`src/rtl/dma_sched_pkg.sv`:
```
package dma_sched_pkg;
  typedef enum logic [1:0] {
    ST_IDLE = 2'd0,
    ST_LOAD = 2'd1,
    ST_RUN  = 2'd2
  } sched_st_e;
endpackage

```
`src/rtl/dma_prio_arb.sv`:
```
module dma_prio_arb #(
  parameter int N_CH   = 8,
  parameter int PRIO_W = 3,
  localparam int CH_W  = $clog2(N_CH)
) (
  input  logic [N_CH-1:0]        req_i,
  input  logic [N_CH*PRIO_W-1:0] prio_i,
  input  logic [N_CH-1:0]        busy_i,
  output logic                   win_vld_o,
  output logic [CH_W-1:0]        win_ch_o,
  output logic [PRIO_W-1:0]      win_prio_o
);
  always_comb begin
    win_vld_o  = 1'b0;
    win_ch_o   = '0;
    win_prio_o = '0;
    for (int c = 0; c < N_CH; c++) begin
      if (req_i[c] && !busy_i[c] &&
          (!win_vld_o || prio_i[c*PRIO_W +: PRIO_W] > win_prio_o)) begin
        win_vld_o  = 1'b1;
        win_ch_o   = CH_W'(c);
        win_prio_o = prio_i[c*PRIO_W +: PRIO_W];
      end
    end
  end
endmodule

```
`src/rtl/dma_ctx_sets.sv`:
```
module dma_ctx_sets #(
  parameter int N_CH  = 8,
  localparam int CH_W = $clog2(N_CH)
) (
  input  logic                  clk_i,
  input  logic                  rst_ni,
  input  logic                  alloc_i,
  input  logic                  alloc_set_i,
  input  logic [CH_W-1:0]       alloc_ch_i,
  input  logic                  free_i,
  input  logic                  free_set_i,
  output logic [1:0]            set_vld_o,
  output logic [1:0][CH_W-1:0]  set_ch_o,
  output logic [N_CH-1:0]       busy_o
);
  for (genvar s = 0; s < 2; s++) begin : g_set
    always_ff @(posedge clk_i or negedge rst_ni) begin
      if (!rst_ni) begin
        set_vld_o[s] <= 1'b0;
        set_ch_o[s]  <= '0;
      end else if (alloc_i && alloc_set_i == 1'(s)) begin
        set_vld_o[s] <= 1'b1;
        set_ch_o[s]  <= alloc_ch_i;
      end else if (free_i && free_set_i == 1'(s)) begin
        set_vld_o[s] <= 1'b0;
      end
    end
  end

  for (genvar c = 0; c < N_CH; c++) begin : g_busy
    assign busy_o[c] = (set_vld_o[0] && set_ch_o[0] == CH_W'(c)) ||
                       (set_vld_o[1] && set_ch_o[1] == CH_W'(c));
  end

  // a load only ever targets a set that holds no context
  p_alloc_free_r4: assert property (@(posedge clk_i) disable iff (!rst_ni)
    alloc_i |-> !set_vld_o[alloc_set_i]);
  p_free_valid_r11: assert property (@(posedge clk_i) disable iff (!rst_ni)
    free_i |-> set_vld_o[free_set_i]);
  p_no_regrant_r10: assert property (@(posedge clk_i) disable iff (!rst_ni)
    alloc_i |-> !busy_o[alloc_ch_i]);
endmodule

```
`src/rtl/dma_preempt_sched.sv`:
```
module dma_preempt_sched
  import dma_sched_pkg::*;
#(
  parameter int N_CH   = 8,
  parameter int PRIO_W = 3,
  localparam int CH_W  = $clog2(N_CH)
) (
  input  logic                   clk_i,
  input  logic                   rst_ni,
  input  logic [N_CH-1:0]        req_i,
  input  logic [N_CH*PRIO_W-1:0] prio_i,
  input  logic [N_CH-1:0]        preempt_en_i,
  output logic                   ld_req_o,
  output logic [CH_W-1:0]        ld_ch_o,
  output logic                   ld_set_o,
  input  logic                   ld_done_i,
  output logic                   run_o,
  output logic [CH_W-1:0]        run_ch_o,
  output logic                   run_set_o,
  input  logic                   seq_done_i,
  input  logic                   last_i,
  output logic                   sus_o,
  output logic [CH_W-1:0]        sus_ch_o
);
  sched_st_e st_q, st_d;
  logic      act_set_q, act_set_d;

  logic [1:0]           set_vld;
  logic [1:0][CH_W-1:0] set_ch;
  logic [N_CH-1:0]      busy;
  logic                 win_vld;
  logic [CH_W-1:0]      win_ch;
  logic [PRIO_W-1:0]    win_prio;

  logic                 alloc, alloc_set, free, free_set;
  logic [CH_W-1:0]      alloc_ch;

  logic                 oth_set, nested;
  logic [CH_W-1:0]      act_ch, sus_ch;
  logic [PRIO_W-1:0]    act_prio;
  logic                 boundary, loop_end, preempt_ok;

  dma_prio_arb #(.N_CH(N_CH), .PRIO_W(PRIO_W)) u_arb (
    .req_i      (req_i),
    .prio_i     (prio_i),
    .busy_i     (busy),
    .win_vld_o  (win_vld),
    .win_ch_o   (win_ch),
    .win_prio_o (win_prio)
  );

  dma_ctx_sets #(.N_CH(N_CH)) u_ctx (
    .clk_i       (clk_i),
    .rst_ni      (rst_ni),
    .alloc_i     (alloc),
    .alloc_set_i (alloc_set),
    .alloc_ch_i  (alloc_ch),
    .free_i      (free),
    .free_set_i  (free_set),
    .set_vld_o   (set_vld),
    .set_ch_o    (set_ch),
    .busy_o      (busy)
  );

  assign oth_set  = ~act_set_q;
  assign act_ch   = set_ch[act_set_q];
  assign sus_ch   = set_ch[oth_set];
  assign nested   = set_vld[oth_set];
  assign act_prio = prio_i[int'(act_ch)*PRIO_W +: PRIO_W];

  assign boundary   = (st_q == ST_RUN) && seq_done_i && !last_i;
  assign loop_end   = (st_q == ST_RUN) && seq_done_i && last_i;
  // one level of nesting only; the victim must allow it and be outranked
  assign preempt_ok = boundary && !nested && preempt_en_i[act_ch] &&
                      win_vld && (win_prio > act_prio);

  always_comb begin
    st_d      = st_q;
    act_set_d = act_set_q;
    alloc     = 1'b0;
    alloc_set = 1'b0;
    alloc_ch  = win_ch;
    free      = 1'b0;
    free_set  = act_set_q;
    unique case (st_q)
      ST_IDLE: if (win_vld) begin
        alloc     = 1'b1;
        alloc_set = 1'b0;
        act_set_d = 1'b0;
        st_d      = ST_LOAD;
      end
      ST_LOAD: if (ld_done_i) st_d = ST_RUN;
      ST_RUN: begin
        if (loop_end) begin
          free = 1'b1;
          if (nested) act_set_d = oth_set;
          else        st_d      = ST_IDLE;
        end else if (preempt_ok) begin
          alloc     = 1'b1;
          alloc_set = oth_set;
          act_set_d = oth_set;
          st_d      = ST_LOAD;
        end
      end
      default: st_d = ST_IDLE;
    endcase
  end

  always_ff @(posedge clk_i or negedge rst_ni) begin
    if (!rst_ni) begin
      st_q      <= ST_IDLE;
      act_set_q <= 1'b0;
    end else begin
      st_q      <= st_d;
      act_set_q <= act_set_d;
    end
  end

  assign ld_req_o  = (st_q == ST_LOAD);
  assign ld_ch_o   = act_ch;
  assign ld_set_o  = act_set_q;
  assign run_o     = (st_q == ST_RUN);
  assign run_ch_o  = act_ch;
  assign run_set_o = act_set_q;
  assign sus_o     = (st_q != ST_IDLE) && nested;
  assign sus_ch_o  = sus_ch;

  p_reset_idle_r1: assert property (@(posedge clk_i) disable iff (!rst_ni)
    !(ld_req_o && run_o));
  p_load_to_run_r3: assert property (@(posedge clk_i) disable iff (!rst_ni)
    (ld_req_o && ld_done_i) |=> (run_o && $stable(run_ch_o)));
  p_at_boundary_r5: assert property (@(posedge clk_i) disable iff (!rst_ni)
    $rose(sus_o) |-> ($past(seq_done_i) && !$past(last_i)));
  p_enable_r6: assert property (@(posedge clk_i) disable iff (!rst_ni)
    (run_o && seq_done_i && !last_i && !preempt_en_i[run_ch_o])
      |=> (run_o && $stable(run_ch_o)));
  p_outranks_r7: assert property (@(posedge clk_i) disable iff (!rst_ni)
    (ld_req_o && $rose(sus_o)) |->
      (prio_i[int'(ld_ch_o)*PRIO_W +: PRIO_W] > prio_i[int'(sus_ch_o)*PRIO_W +: PRIO_W]));
  p_one_level_r8: assert property (@(posedge clk_i) disable iff (!rst_ni)
    (run_o && sus_o && seq_done_i && !last_i) |=> run_o);
  p_resume_r9: assert property (@(posedge clk_i) disable iff (!rst_ni)
    (run_o && sus_o && seq_done_i && last_i)
      |=> (run_o && !ld_req_o && run_ch_o == $past(sus_ch_o)));
endmodule

```
`config.mk`:
```
export PLATFORM = sky130hd
export DESIGN_NAME = dma_preempt_sched
export DESIGN_NICKNAME = d
export VERILOG_FILES = /design/src/rtl/dma_sched_pkg.sv /design/src/rtl/dma_prio_arb.sv /design/src/rtl/dma_ctx_sets.sv /design/src/rtl/dma_preempt_sched.sv
export SDC_FILE = /design/constraint.sdc
export NUM_CORES = 1
export LEC_CHECK = 0
export BUFFER_PORTS_ARGS = -buffer_cell sky130_fd_sc_hd__clkbuf_2
export CORE_ASPECT_RATIO = 0.9
export CORE_MARGIN = 5
export CORE_UTILIZATION = 30
export DETAILED_ROUTE_END_ITERATION = 8
export HOLD_SLACK_MARGIN = 0.08
export PLACE_DENSITY = 0.5
export SYNTH_ARGS = -nofsm -noshare
export SYNTH_HDL_FRONTEND = slang
export SYNTH_HIERARCHICAL = 1
export SYNTH_SLANG_ARGS = --single-unit
export TNS_END_PERCENT = 1
```
`constraint.sdc`:
```
create_clock -name clk_i -period 12.99 [get_ports clk_i]
set_clock_uncertainty 0.1 [all_clocks]
set_input_delay 1.9485 -clock clk_i [delete_from_list [all_inputs] [get_ports clk_i]]
set_output_delay 1.9485 -clock clk_i [all_outputs]
set_load 0.03 [all_outputs]
```
==> reports/metrics.csv, run 1 <==
stage;metric;value;unit
yosys;largest family of logic cells by synthesized area;simple AND/OR/NAND/NOR gates;
clock_network;setup bufs post-CTS;0;
yosys;Compound-Gate Fraction of Synth Area;26.3;%
worst_hold_path;Hold Crit Start;u_ctx/set_vld_o[0];
worst_setup_path;Worst setup SP type;primary input;
clock_network;CTS resizes;0;
worst_setup_path;Crit Path Category;in -> reg;
detailed_routing;Detailed Route Iter0 Violations;109;
worst_setup_path;critical path required time;13.01;ns
timing;# setup viols final;0;
worst_setup_path;R2R Path Start;u_ctx/set_ch_o[2];
power;Peak VDD IR;0.106;mV
layout;nets;412;
clock_network;Worst-Skew Late Latency;0.24;ns
detailed_routing;met2 WL;2.90;mm
yosys;top cells by area, synth;ha_1 14%, dfrtp_1 12%, nand2_1 8.8%;
placed_design;HPWL after DPL;5.67;mm
power;Gate power share;85.8;%
yosys;Synth Area in Simple Gates;27.8;%
yosys;mapped cell area;2220;sq um
worst_setup_path;crit-path max FO;10;
worst_setup_path;Top Family by Delay on Critical Path;compound AO/OA/AOI/OAI gates;
detailed_routing;total number of vias;2324;
placed_design;Post-DP Area;2570;sq um
detailed_routing;Final ANT Viol Nets;0;
global_routing;GRT Util Overall;14.1;%
detailed_routing;DRC violations left;0;
worst_setup_path;Critical Path Max Stage Delay;0.35;ns
clock_network;CTS root buf;clkbuf_8;
worst_setup_path;Crit. End Element;flop;
timing;Worst-Margin Slew;0.860;ns
layout;Design Area, Final;2640;sq um
layout;area delta synth->final;19.1;%
floorplan;I/O Pins;59;
power;Tot Pwr;765;uW
timing;Final Hold Vio Count;0;
detailed_routing;Via density;5.34;
yosys;biggest area consumer among synthesized cells;ha_1;
timing;final worst slack;0.775;ns
yosys;synth warn;6;
layout;ANT cells;0;
layout;fraction of layout cells with a size suffix above 1;29.2;%
detailed_routing;met3 WL;438;um
floorplan;chip height;91.5;um
floorplan;chip width;101;um
global_routing;number of global-route vias before repair;2176;
yosys;mux contribution to synthesized area;13.1;%
yosys;Yosys reg bits;11;
worst_setup_path;CP arrival;12.23;ns
floorplan;Core Rows;29;
yosys;post-synthesis net count;356;
yosys;EDFF count, synth;0;
clock_network;CTS clk-pin slew, worst paths;0.05;ns
power;Sw Ratio;53.9;%
yosys;Post-Synth Adder-Cell Area;13.6;%
clock_network;H-tree lvl count;1;
worst_hold_path;Min-Delay Path Depth;1;
detailed_routing;DR WL/cell;15.2;um
global_routing;initial antenna violation count;0;
yosys;Post-synth ARST share;100;%
power;power per cell area;290;nW/um^2
yosys;Yosys top cell area share;13.6;%
worst_hold_path;Hold Path End;u_ctx/set_vld_o[0];
clock_network;clock buffer depth;2;
power;Net Switching;412;uW
yosys;Seq/Total Area, Yosys;12.4;%
clock_network;CTS tree;done;
worst_setup_path;R2R setup slack;1.47;ns
global_routing;wire length of the first global-routing pass;10.7;mm
yosys;syn avg cell area;7.72;sq um
worst_setup_path;Crit-path slowest cell;mux2_2;
worst_setup_path;worst reg2reg path depth;55;
clock_network;hold-fix buffer count after cts;0;
clock_network;CTS Buf Count;3;
floorplan;Initial Util;31.2;%
timing;Fmax;81.9;MHz
power;LEAKAGE;1.33;nW
worst_hold_path;worst min path class;reg -> reg;
floorplan;die area;9210;sq um
global_routing;pin count of the biggest net entering global routing;16;
detailed_routing;total length of routed wires;6.62;mm
clock_network;Clock Sinks;11;
timing;setup tns final;0;ns
yosys;most common library cells after synthesis;52 x nand2_1, 24 x ha_1, 18 x inv_1, 15 x nand2b_1, 15 x nor2_1;
timing;Period minus WS final;12.22;ns
power;clock share of power;4.4;%
placed_design;GP Congestion;0.884;
power;register share of total power;9.7;%
detailed_routing;Top Metal Used;met4;
worst_setup_path;CP bufs+invs;3;
timing;RSZ-0062 raised after global routing;false;
yosys;cell with the most instances after synthesis;nand2_1;
timing;hold_ws;0.475;ns
power;Power Internal;353;uW
yosys;Netlist cell types;58;
yosys;Main synth FF type;dfrtp_1;
floorplan;core area;7110;sq um
job;max-cap viol count;0;
yosys;Post-Syn Instances;287;
timing;fin. max-slew vios;0;
timing;Worst slew margin;41.5;%
worst_setup_path;most used cell, CP;ha_1;
detailed_routing;first-pass detailed-route iteration total;4;
detailed_routing;Metal-1 WL;3.26;mm
outcome;status;finished, final reports clean;
global_routing;grt ovf;0;
placed_design;Place WS;0.126;ns
worst_setup_path;FF-to-FF End;u_ctx/set_ch_o[1];
timing;Final Cycle Share;94.0;%
yosys;xor/xnor share of the synthesized area;0;%
placed_design;I/O Buffers;58;
[sequential cells by signal, indices dropped and copies added, names as in the netlist]
name,flops
u_ctx/set_vld_o,2
ld_set_o,1
st_q,2
u_ctx/set_ch_o,6
[logic make-up (layout without fill, tap and decap cells)]
group / Yosys count / in the layout
flip-flops: 11 / 11
AND/OR/NAND/NOR: 123 / 123
multiplexers: 22 / 22
adder cells (fa/ha/maj): 24 / 24
AO/OA/AOI/OAI: 77 / 77
buffers and inverters: 30 / 85
[through the flow]
| step | util, % | cells |
|---|---|---|
| 3_3_place_gp | 36.2 | 431 |
| 3_5_place_dp | 36.2 | 431 |
| 4_1_cts | 36.8 | 435 |
| 6_report | 37.1 | 435 |
| 5_1_grt | 37.1 | 435 |
| 2_1_floorplan | - | 287 |
[power groups by stage]
stage	Clock (mW)	Combinational [mW]	Sequential, mW
2_1_floorplan	0	0.515	0.0662
3_3_place_gp	0	0.638	0.0750
3_5_place_dp	0	0.643	0.0747
4_1_cts	0.0350	0.647	0.0739
5_1_grt	0.0374	0.732	0.0775
6_report	0.0338	0.657	0.0745
[layer usage]
layer,vias up,global-route usage [%]
met4,0,1.35
li1,1162,-
met3,4,3.07
met5,-,0
met1,1088,21.0
met2,70,21.4
[area by class of cell]
class                      instances  area [sq um]
tap                               93           116
inverter                          19          71.3
fill                             799          4470
multi-input combinational        246          1810
clock buffer                       4          45.0
timing repair buffer              62           320
sequential                        11           275
[how the worst max path moves through the flow]
stage / slack (ns) / to / startpoint / cells after the start
2_1_floorplan: 1.21 / u_ctx/set_ch_o[3] / req_i[0] / 54
6_report: 0.77 / u_ctx/set_ch_o[1] / req_i[0] / 54
4_1_cts: 0.35 / u_ctx/set_ch_o[5] / req_i[0] / 53
3_5_place_dp: 0.13 / u_ctx/set_ch_o[5] / req_i[0] / 53
3_3_place_gp: 0.24 / u_ctx/set_ch_o[3] / req_i[0] / 53
5_1_grt: 0.05 / u_ctx/set_ch_o[1] / req_i[0] / 54
[placed cells by master, fill, tap and decap left out, types with 2 or more instances in the layout]
master     n
mux2i_1    5
a22o_1     2
o21ai_1    3
o22ai_1    7
clkbuf_2  58
buf_4      4
inv_1     18
a21oi_2    2
mux2i_2    3
nand3b_1   2
nand2_1   51
nand2b_1  15
o32ai_1    3
o21a_1     4
clkbuf_8   3
ha_1      24
nor2_1    13
a221o_1    3
and2_1     4
and3_1     5
dfrtp_1   11
a31oi_1    6
o211ai_1   4
nand3_1   12
o211a_1    3
mux2_2     8
a311oi_1   2
o21ai_0    7
a21oi_1   11
a21o_1     5
mux2_4     4
nor2b_1    8
nand2_2    2
nor2b_4    2
No activity file was read; power rests on OpenSTA's default activity.
==> inputs of run 2 (changes only) <==
==> constraint.sdc (replaced) <==
create_clock -name clk_i -period 15.5 [get_ports clk_i]
set_clock_uncertainty 0.1 [all_clocks]
set_input_delay 2.325 -clock clk_i [delete_from_list [all_inputs] [get_ports clk_i]]
set_output_delay 2.325 -clock clk_i [all_outputs]
set_load 0.03 [all_outputs]
==> reports/metrics.csv, run 2 (synthesis gave the netlist of run 1 again) <==
stage;metric;value;unit;change
timing;Worst slew margin;58.0;%;was 41.5%
layout;top flop regs;u_ctx/set_ch_o (6), st_q (2), u_ctx/set_vld_o (2);;unchanged
clock_network;Clock Sinks;11;;unchanged
power;Peak VDD IR;0.0776;mV;was 0.106 mV
detailed_routing;DRC violations left;0;;unchanged
floorplan;core area;7110;sq um;unchanged
timing;setup tns final;0;ns;unchanged
clock_network;setup bufs post-CTS;0;;unchanged
floorplan;Core Rows;29;;unchanged
timing;Final Cycle Share;87.1;%;
worst_setup_path;Crit Path Category;in -> reg;;unchanged
floorplan;die area;9210;sq um;unchanged
clock_network;clock buffer depth;2;;unchanged
layout;area delta synth->final;17.1;%;was 19.1%
worst_setup_path;CP bufs+invs;3;;unchanged
global_routing;GRT Util Overall;13.9;%;was 14.1%
layout;ANT cells;0;;unchanged
power;Sw Ratio;54.3;%;was 53.9%
worst_setup_path;CP arrival;13.52;ns;was 12.23 ns
worst_setup_path;most used cell, CP;ha_1;;unchanged
clock_network;CTS clk-pin slew, worst paths;0.05;ns;about the same
floorplan;Initial Util;31.2;%;unchanged
layout;fraction of layout cells with a size suffix above 1;26.8;%;was 29.2%
layout;Reg with most FFs;u_ctx/set_ch_o;;unchanged
timing;Fmax;74.1;MHz;
worst_setup_path;Critical Path Max Stage Delay;0.42;ns;was 0.35 ns
placed_design;HPWL after DPL;5.58;mm;was 5.67 mm
placed_design;I/O Buffers;58;;unchanged
clock_network;hold-fix buffer count after cts;0;;unchanged
global_routing;number of global-route vias before repair;2179;;was 2,176
worst_setup_path;worst setup path startpoint;req_i[0];;unchanged
global_routing;routing usage on met3;2.45;%;was 3.07%
global_routing;met2 Resource Use GR;21.3;%;was 21.4%
worst_hold_path;worst min path class;reg -> reg;;unchanged
power;clock share of power;4.5;%;was 4.4%
detailed_routing;DR WL/cell;15.0;um;was 15.2 um
layout;nets;409;;was 412
timing;Final Hold Vio Count;0;;unchanged
clock_network;CTS resizes;0;;unchanged
worst_setup_path;crit-path max FO;10;;unchanged
global_routing;wire length of the first global-routing pass;10.7;mm;about the same
detailed_routing;total number of vias;2228;;was 2,324
detailed_routing;Final ANT Viol Nets;0;;unchanged
floorplan;chip width;101;um;unchanged
global_routing;pin count of the biggest net entering global routing;16;;unchanged
worst_hold_path;Hold Crit Start;u_ctx/set_vld_o[0];;unchanged
power;power per cell area;241;nW/um^2;was 290 nW/um^2
layout;most common cell after layout, fill and taps aside;clkbuf_2;;unchanged
power;Net Switching;339;uW;was 412 uW
detailed_routing;Detailed Route Iter0 Violations;124;;was 109
worst_setup_path;Worst setup SP type;primary input;;unchanged
placed_design;GP Congestion;0.866;;was 0.884
layout;end-of-flow core utilization;36.5;%;was 37.1%
global_routing;initial antenna violation count;0;;unchanged
timing;Worst-Margin Slew;0.628;ns;was 0.860 ns
outcome;status;finished, final reports clean;;unchanged
global_routing;grt ovf;0;;unchanged
worst_setup_path;Crit-path slowest cell;a21oi_1;;was mux2_2
detailed_routing;first-pass detailed-route iteration total;4;;unchanged
floorplan;chip height;91.5;um;unchanged
power;register share of total power;10.0;%;was 9.7%
power;Gate power share;85.5;%;was 85.8%
detailed_routing;Via density;5.16;;was 5.34
clock_network;CTS tree;done;;unchanged
worst_setup_path;Top Family by Delay on Critical Path;compound AO/OA/AOI/OAI gates;;unchanged
floorplan;I/O Pins;59;;unchanged
worst_setup_path;Crit. End Element;flop;;unchanged
clock_network;CTS root buf;clkbuf_8;;unchanged
layout;most frequent cells in the layout;58 x clkbuf_2, 52 x nand2_1, 24 x ha_1;;was 58 x clkbuf_2, 51 x nand2_1, 24 x ha_1
timing;Period minus WS final;13.50;ns;
power;Power Internal;286;uW;was 353 uW
worst_setup_path;R2R Path Start;u_ctx/set_ch_o[2];;unchanged
power;LEAKAGE;1.32;nW;was 1.33 nW
worst_setup_path;critical path required time;15.52;ns;was 13.01 ns
timing;fin. max-slew vios;0;;unchanged
power;Tot Pwr;624;uW;was 765 uW
clock_network;H-tree lvl count;1;;unchanged
clock_network;CTS Buf Count;3;;unchanged
global_routing;GR Util met1;21.2;%;was 21.0%
detailed_routing;total length of routed wires;6.48;mm;was 6.62 mm
layout;number of flip-flops in the largest register;6;;unchanged
timing;# setup viols final;0;;unchanged
global_routing;layer with the highest usage;met2;;unchanged
timing;RSZ-0062 raised after global routing;false;;unchanged
job;max-cap viol count;0;;unchanged
clock_network;Worst-Skew Late Latency;0.23;ns;was 0.24 ns
==> run 2: cell types whose count changed in the layout (fill, tap and decap cells not counted), sizes merged <==
cell	before	now
buf	4	1
==> run 2: routing by layer <==
metal	wire length, um	part of all wire (%)
met3	408	6.3
met4	16	0.25
met1	3240	50
met2	2820	43
met5	0	0
==> run 2: power by group through the flow <==
stage,sequential (mW),combinational (mW),clock (mW)
2_1_floorplan,0.0555,0.431,0
3_3_place_gp,0.0630,0.529,0
3_5_place_dp,0.0629,0.533,0
4_1_cts,0.0625,0.537,0.0286
5_1_grt,0.0654,0.601,0.0303
6_report,0.0626,0.534,0.0282
==> run 2: final cells by class <==
type	instances	area (sq um)
fillers	791	4520
multi-input cells	246	1790
repair buffers	59	298
flip-flops and latches	11	275
well taps	93	116
inverters	19	71.3
clock buffers	4	45.0
==> run 2: worst paths after layout <==
path,end,slack (ns),cells past startpoint
setup / recovery,u_ctx/set_ch_o[2],2.00,54
hold / removal,u_ctx/set_vld_o[0],0.45,1
setup reg to reg,u_ctx/set_ch_o[2],3.09,55
hold reg to reg,u_ctx/set_vld_o[0],0.45,1
max in group asynchronous,u_ctx/set_ch_o[5],13.23,1
min in group asynchronous,ld_set_o,1.86,1
==> run 2: per-stage QoR <==
step / cell area [sq um] / hold WS (ns) / setup WS (ns) / cells
floorplan: 2220 / 0.394 / 3.34 / 287
global placement: 2550 / 0.429 / 2.00 / 428
detailed placement: 2550 / 0.439 / 1.95 / 428
CTS: 2590 / 0.446 / 2.17 / 432
global route: 2590 / 0.469 / 1.08 / 432
finish: 2590 / 0.445 / 2.00 / 432
==> inputs of run 3 (changes only) <==
--- a/config.mk
+++ b/config.mk
@@ -5,7 +5,9 @@
 export SDC_FILE = /design/constraint.sdc
 export NUM_CORES = 1
 export LEC_CHECK = 0
+export ABC_AREA = 1
 export BUFFER_PORTS_ARGS = -buffer_cell sky130_fd_sc_hd__clkbuf_2
+export CAP_MARGIN = 20
 export CORE_ASPECT_RATIO = 0.9
 export CORE_MARGIN = 5
 export CORE_UTILIZATION = 30
==> reports/metrics.csv, run 3 <==
stage;metric;value;unit;change
placed_design;GP Congestion;0.899;;was 0.866
yosys;Yosys top cell area share;23.7;%;was 13.6%
worst_setup_path;FF-to-FF End;u_ctx/set_ch_o[3];;was u_ctx/set_ch_o[2]
yosys;Main synth FF type;dfrtp_1;;unchanged
yosys;synth warn;6;;unchanged
yosys;mapped cell area;2360;sq um;was 2220 sq um
layout;area delta synth->final;16.6;%;was 17.1%
layout;fraction of layout cells with a size suffix above 1;20.7;%;was 26.8%
yosys;Post-synth ARST share;100;%;unchanged
worst_setup_path;Crit Path Category;in -> reg;;unchanged
layout;number of flip-flops in the largest register;6;;unchanged
yosys;syn avg cell area;5.78;sq um;was 7.72 sq um
clock_network;Worst-Skew Late Latency;0.24;ns;was 0.23 ns
global_routing;initial antenna violation count;0;;unchanged
yosys;Yosys reg bits;11;;unchanged
layout;most common cell after layout, fill and taps aside;nand2_1;;was clkbuf_2
yosys;biggest area consumer among synthesized cells;nand2_1;;was ha_1
clock_network;CTS Buf Count;3;;unchanged
worst_setup_path;R2R setup slack;4.96;ns;was 3.09 ns
clock_network;H-tree lvl count;1;;unchanged
clock_network;setup bufs post-CTS;0;;unchanged
detailed_routing;Detailed Route Iter0 Violations;202;;was 124
timing;fin. max-slew vios;0;;unchanged
placed_design;I/O Buffers;58;;unchanged
worst_setup_path;worst reg2reg path depth;76;;was 55
yosys;Seq/Total Area, Yosys;11.7;%;was 12.4%
global_routing;pin count of the biggest net entering global routing;19;;was 16
worst_setup_path;crit-path max FO;8;;was 10
timing;Final Hold Vio Count;0;;unchanged
clock_network;Clock Sinks;11;;unchanged
worst_setup_path;Critical Path Max Stage Delay;0.34;ns;was 0.42 ns
worst_hold_path;Hold Crit Start;u_ctx/set_vld_o[1];;was u_ctx/set_vld_o[0]
power;Peak VDD IR;0.100;mV;was 0.0776 mV
worst_setup_path;Crit-path slowest cell;or2_2;;was a21oi_1
clock_network;CTS tree;done;;unchanged
timing;Final Cycle Share;77.1;%;was 87.1%
yosys;top cells by area, synth;nand2_1 24%, ha_1 13%, dfrtp_1 12%;;was ha_1 14%, dfrtp_1 12%, nand2_1 8.8%
timing;Fmax;83.6;MHz;was 74.1 MHz
placed_design;HPWL after DPL;6.19;mm;was 5.58 mm
detailed_routing;Final ANT Viol Nets;0;;unchanged
global_routing;GRT Util Overall;15.3;%;was 13.9%
detailed_routing;Via density;4.81;;was 5.16
timing;setup tns final;0;ns;unchanged
global_routing;number of global-route vias before repair;2519;;was 2,179
detailed_routing;total length of routed wires;7.23;mm;was 6.48 mm
power;power per cell area;267;nW/um^2;was 241 nW/um^2
layout;most frequent cells in the layout;149 x nand2_1, 58 x clkbuf_2, 53 x inv_1;;was 58 x clkbuf_2, 52 x nand2_1, 24 x ha_1
layout;Design Area, Final;2750;sq um;was 2590 sq um
yosys;Netlist cell types;30;;was 58
clock_network;CTS root buf;clkbuf_8;;unchanged
floorplan;I/O Pins;59;;unchanged
placed_design;Post-DP Area;2710;sq um;was 2550 sq um
detailed_routing;total number of vias;2687;;was 2,228
layout;nets;533;;was 409
detailed_routing;DRC violations left;0;;unchanged
layout;top flop regs;u_ctx/set_ch_o (6), st_q (2), u_ctx/set_vld_o (2);;unchanged
floorplan;Core Rows;30;;was 29
clock_network;CTS clk-pin slew, worst paths;0.05;ns;about the same
timing;Worst-Margin Slew;0.623;ns;was 0.628 ns
global_routing;grt ovf;0;;unchanged
detailed_routing;first-pass detailed-route iteration total;4;;unchanged
timing;Period minus WS final;11.95;ns;was 13.50 ns
floorplan;chip height;94.1;um;was 91.5 um
clock_network;CTS resizes;0;;unchanged
job;max-cap viol count;0;;unchanged
yosys;cell with the most instances after synthesis;nand2_1;;unchanged
placed_design;Place WS;3.40;ns;was 1.95 ns
worst_hold_path;Min-Delay Path Depth;2;;was 1
worst_hold_path;Hold Path End;u_ctx/set_vld_o[1];;was u_ctx/set_vld_o[0]
clock_network;clock buffer depth;2;;unchanged
worst_hold_path;worst min path class;reg -> reg;;unchanged
detailed_routing;DR WL/cell;12.9;um;was 15.0 um
worst_setup_path;Worst setup SP type;primary input;;unchanged
worst_setup_path;CP arrival;11.98;ns;was 13.52 ns
power;LEAKAGE;1.66;nW;was 1.32 nW
yosys;EDFF count, synth;0;;unchanged
worst_setup_path;critical path required time;15.52;ns;about the same
floorplan;die area;9740;sq um;was 9210 sq um
timing;final worst slack;3.55;ns;was 2.00 ns
timing;Worst slew margin;58.5;%;was 58.0%
yosys;Post-Syn Instances;408;;was 287
worst_setup_path;Crit. End Element;flop;;unchanged
floorplan;chip width;103;um;was 101 um
worst_setup_path;most used cell, CP;nand2_1;;was ha_1
timing;# setup viols final;0;;unchanged
floorplan;core area;7620;sq um;was 7110 sq um
clock_network;hold-fix buffer count after cts;0;;unchanged
timing;RSZ-0062 raised after global routing;false;;unchanged
global_routing;wire length of the first global-routing pass;12.0;mm;was 10.7 mm
layout;Reg with most FFs;u_ctx/set_ch_o;;unchanged
yosys;most common library cells after synthesis;149 x nand2_1, 53 x inv_1, 51 x nand3_1, 26 x nor2_1, 24 x ha_1;;was 52 x nand2_1, 24 x ha_1, 18 x inv_1, 15 x nand2b_1, 15 x nor2_1
yosys;post-synthesis net count;477;;was 356
outcome;status;finished, final reports clean;;unchanged
worst_setup_path;R2R Path Start;u_ctx/set_ch_o[3];;was u_ctx/set_ch_o[2]
layout;ANT cells;0;;unchanged
floorplan;Initial Util;31.0;%;was 31.2%
[run 3: how the worst max path moves through the flow]
stage	startpoint	slack, ns	cells past startpoint	end
global placement	req_i[0]	3.53	75	u_ctx/set_ch_o[3]
detailed placement	req_i[0]	3.40	75	u_ctx/set_ch_o[3]
finish	req_i[0]	3.55	75	u_ctx/set_ch_o[3]
CTS	req_i[0]	3.64	75	u_ctx/set_ch_o[3]
floorplan	req_i[0]	4.61	74	u_ctx/set_ch_o[3]
global route	req_i[0]	2.33	75	u_ctx/set_ch_o[3]
[run 3: cell type report]
class / count / area, sq um
multi-input cells: 331 / 1790
clock buffers: 4 / 45.0
fillers: 875 / 4870
flip-flops and latches: 11 / 275
inverters: 59 / 229
repair buffers: 58 / 290
well taps: 96 / 120
[run 3: where the power goes]
part	total (mW)	switching (mW)	internal, mW
combinational	0.639	0.417	0.222
sequential	0.0673	0.0254	0.0419
clock	0.0287	0.0107	0.0181
total	0.735	0.453	0.282
[run 3: through the flow]
| step | hold slack [ns] | instances | utilization [%] | total power [mW] |
|---|---|---|---|---|
| 2_1_floorplan | 0.375 | 408 | - | 0.577 |
| 3_3_place_gp | 0.411 | 555 | 35.5 | 0.706 |
| 3_5_place_dp | 0.411 | 555 | 35.5 | 0.707 |
| 4_1_cts | 0.425 | 559 | 36.1 | 0.740 |
| 5_1_grt | 0.484 | 559 | 36.1 | 0.835 |
| 6_report | 0.421 | 559 | 36.1 | 0.735 |
[run 3: layer usage]
layer	share of wire, %	global-route usage (%)	up-vias
met5	0	0	-
met4	0.37	1.73	0
met3	6.0	2.08	2
met2	45	24.5	79
met1	49	22.1	1195
li1	-	-	1411
[run 3: critical path, delay by kind of cell]
family                     cells  cell delay [ns]
AOI/OAI and AO/OA             12             1.45
adders and majority gates      8             2.31
and+or+nand+nor               48             5.28
buffers and inverters          7             0.62
[run 3: logic make-up (layout without fill, tap and decap cells)]
group / after synthesis / count (layout) / synth area share, %
flops: 11 / 11 / 11.7
simple gates: 266 / 266 / 53.0
buf+inv: 66 / 121 / 12.4
compound gates: 41 / 41 / 10.2
fa+ha+maj: 24 / 24 / 12.7
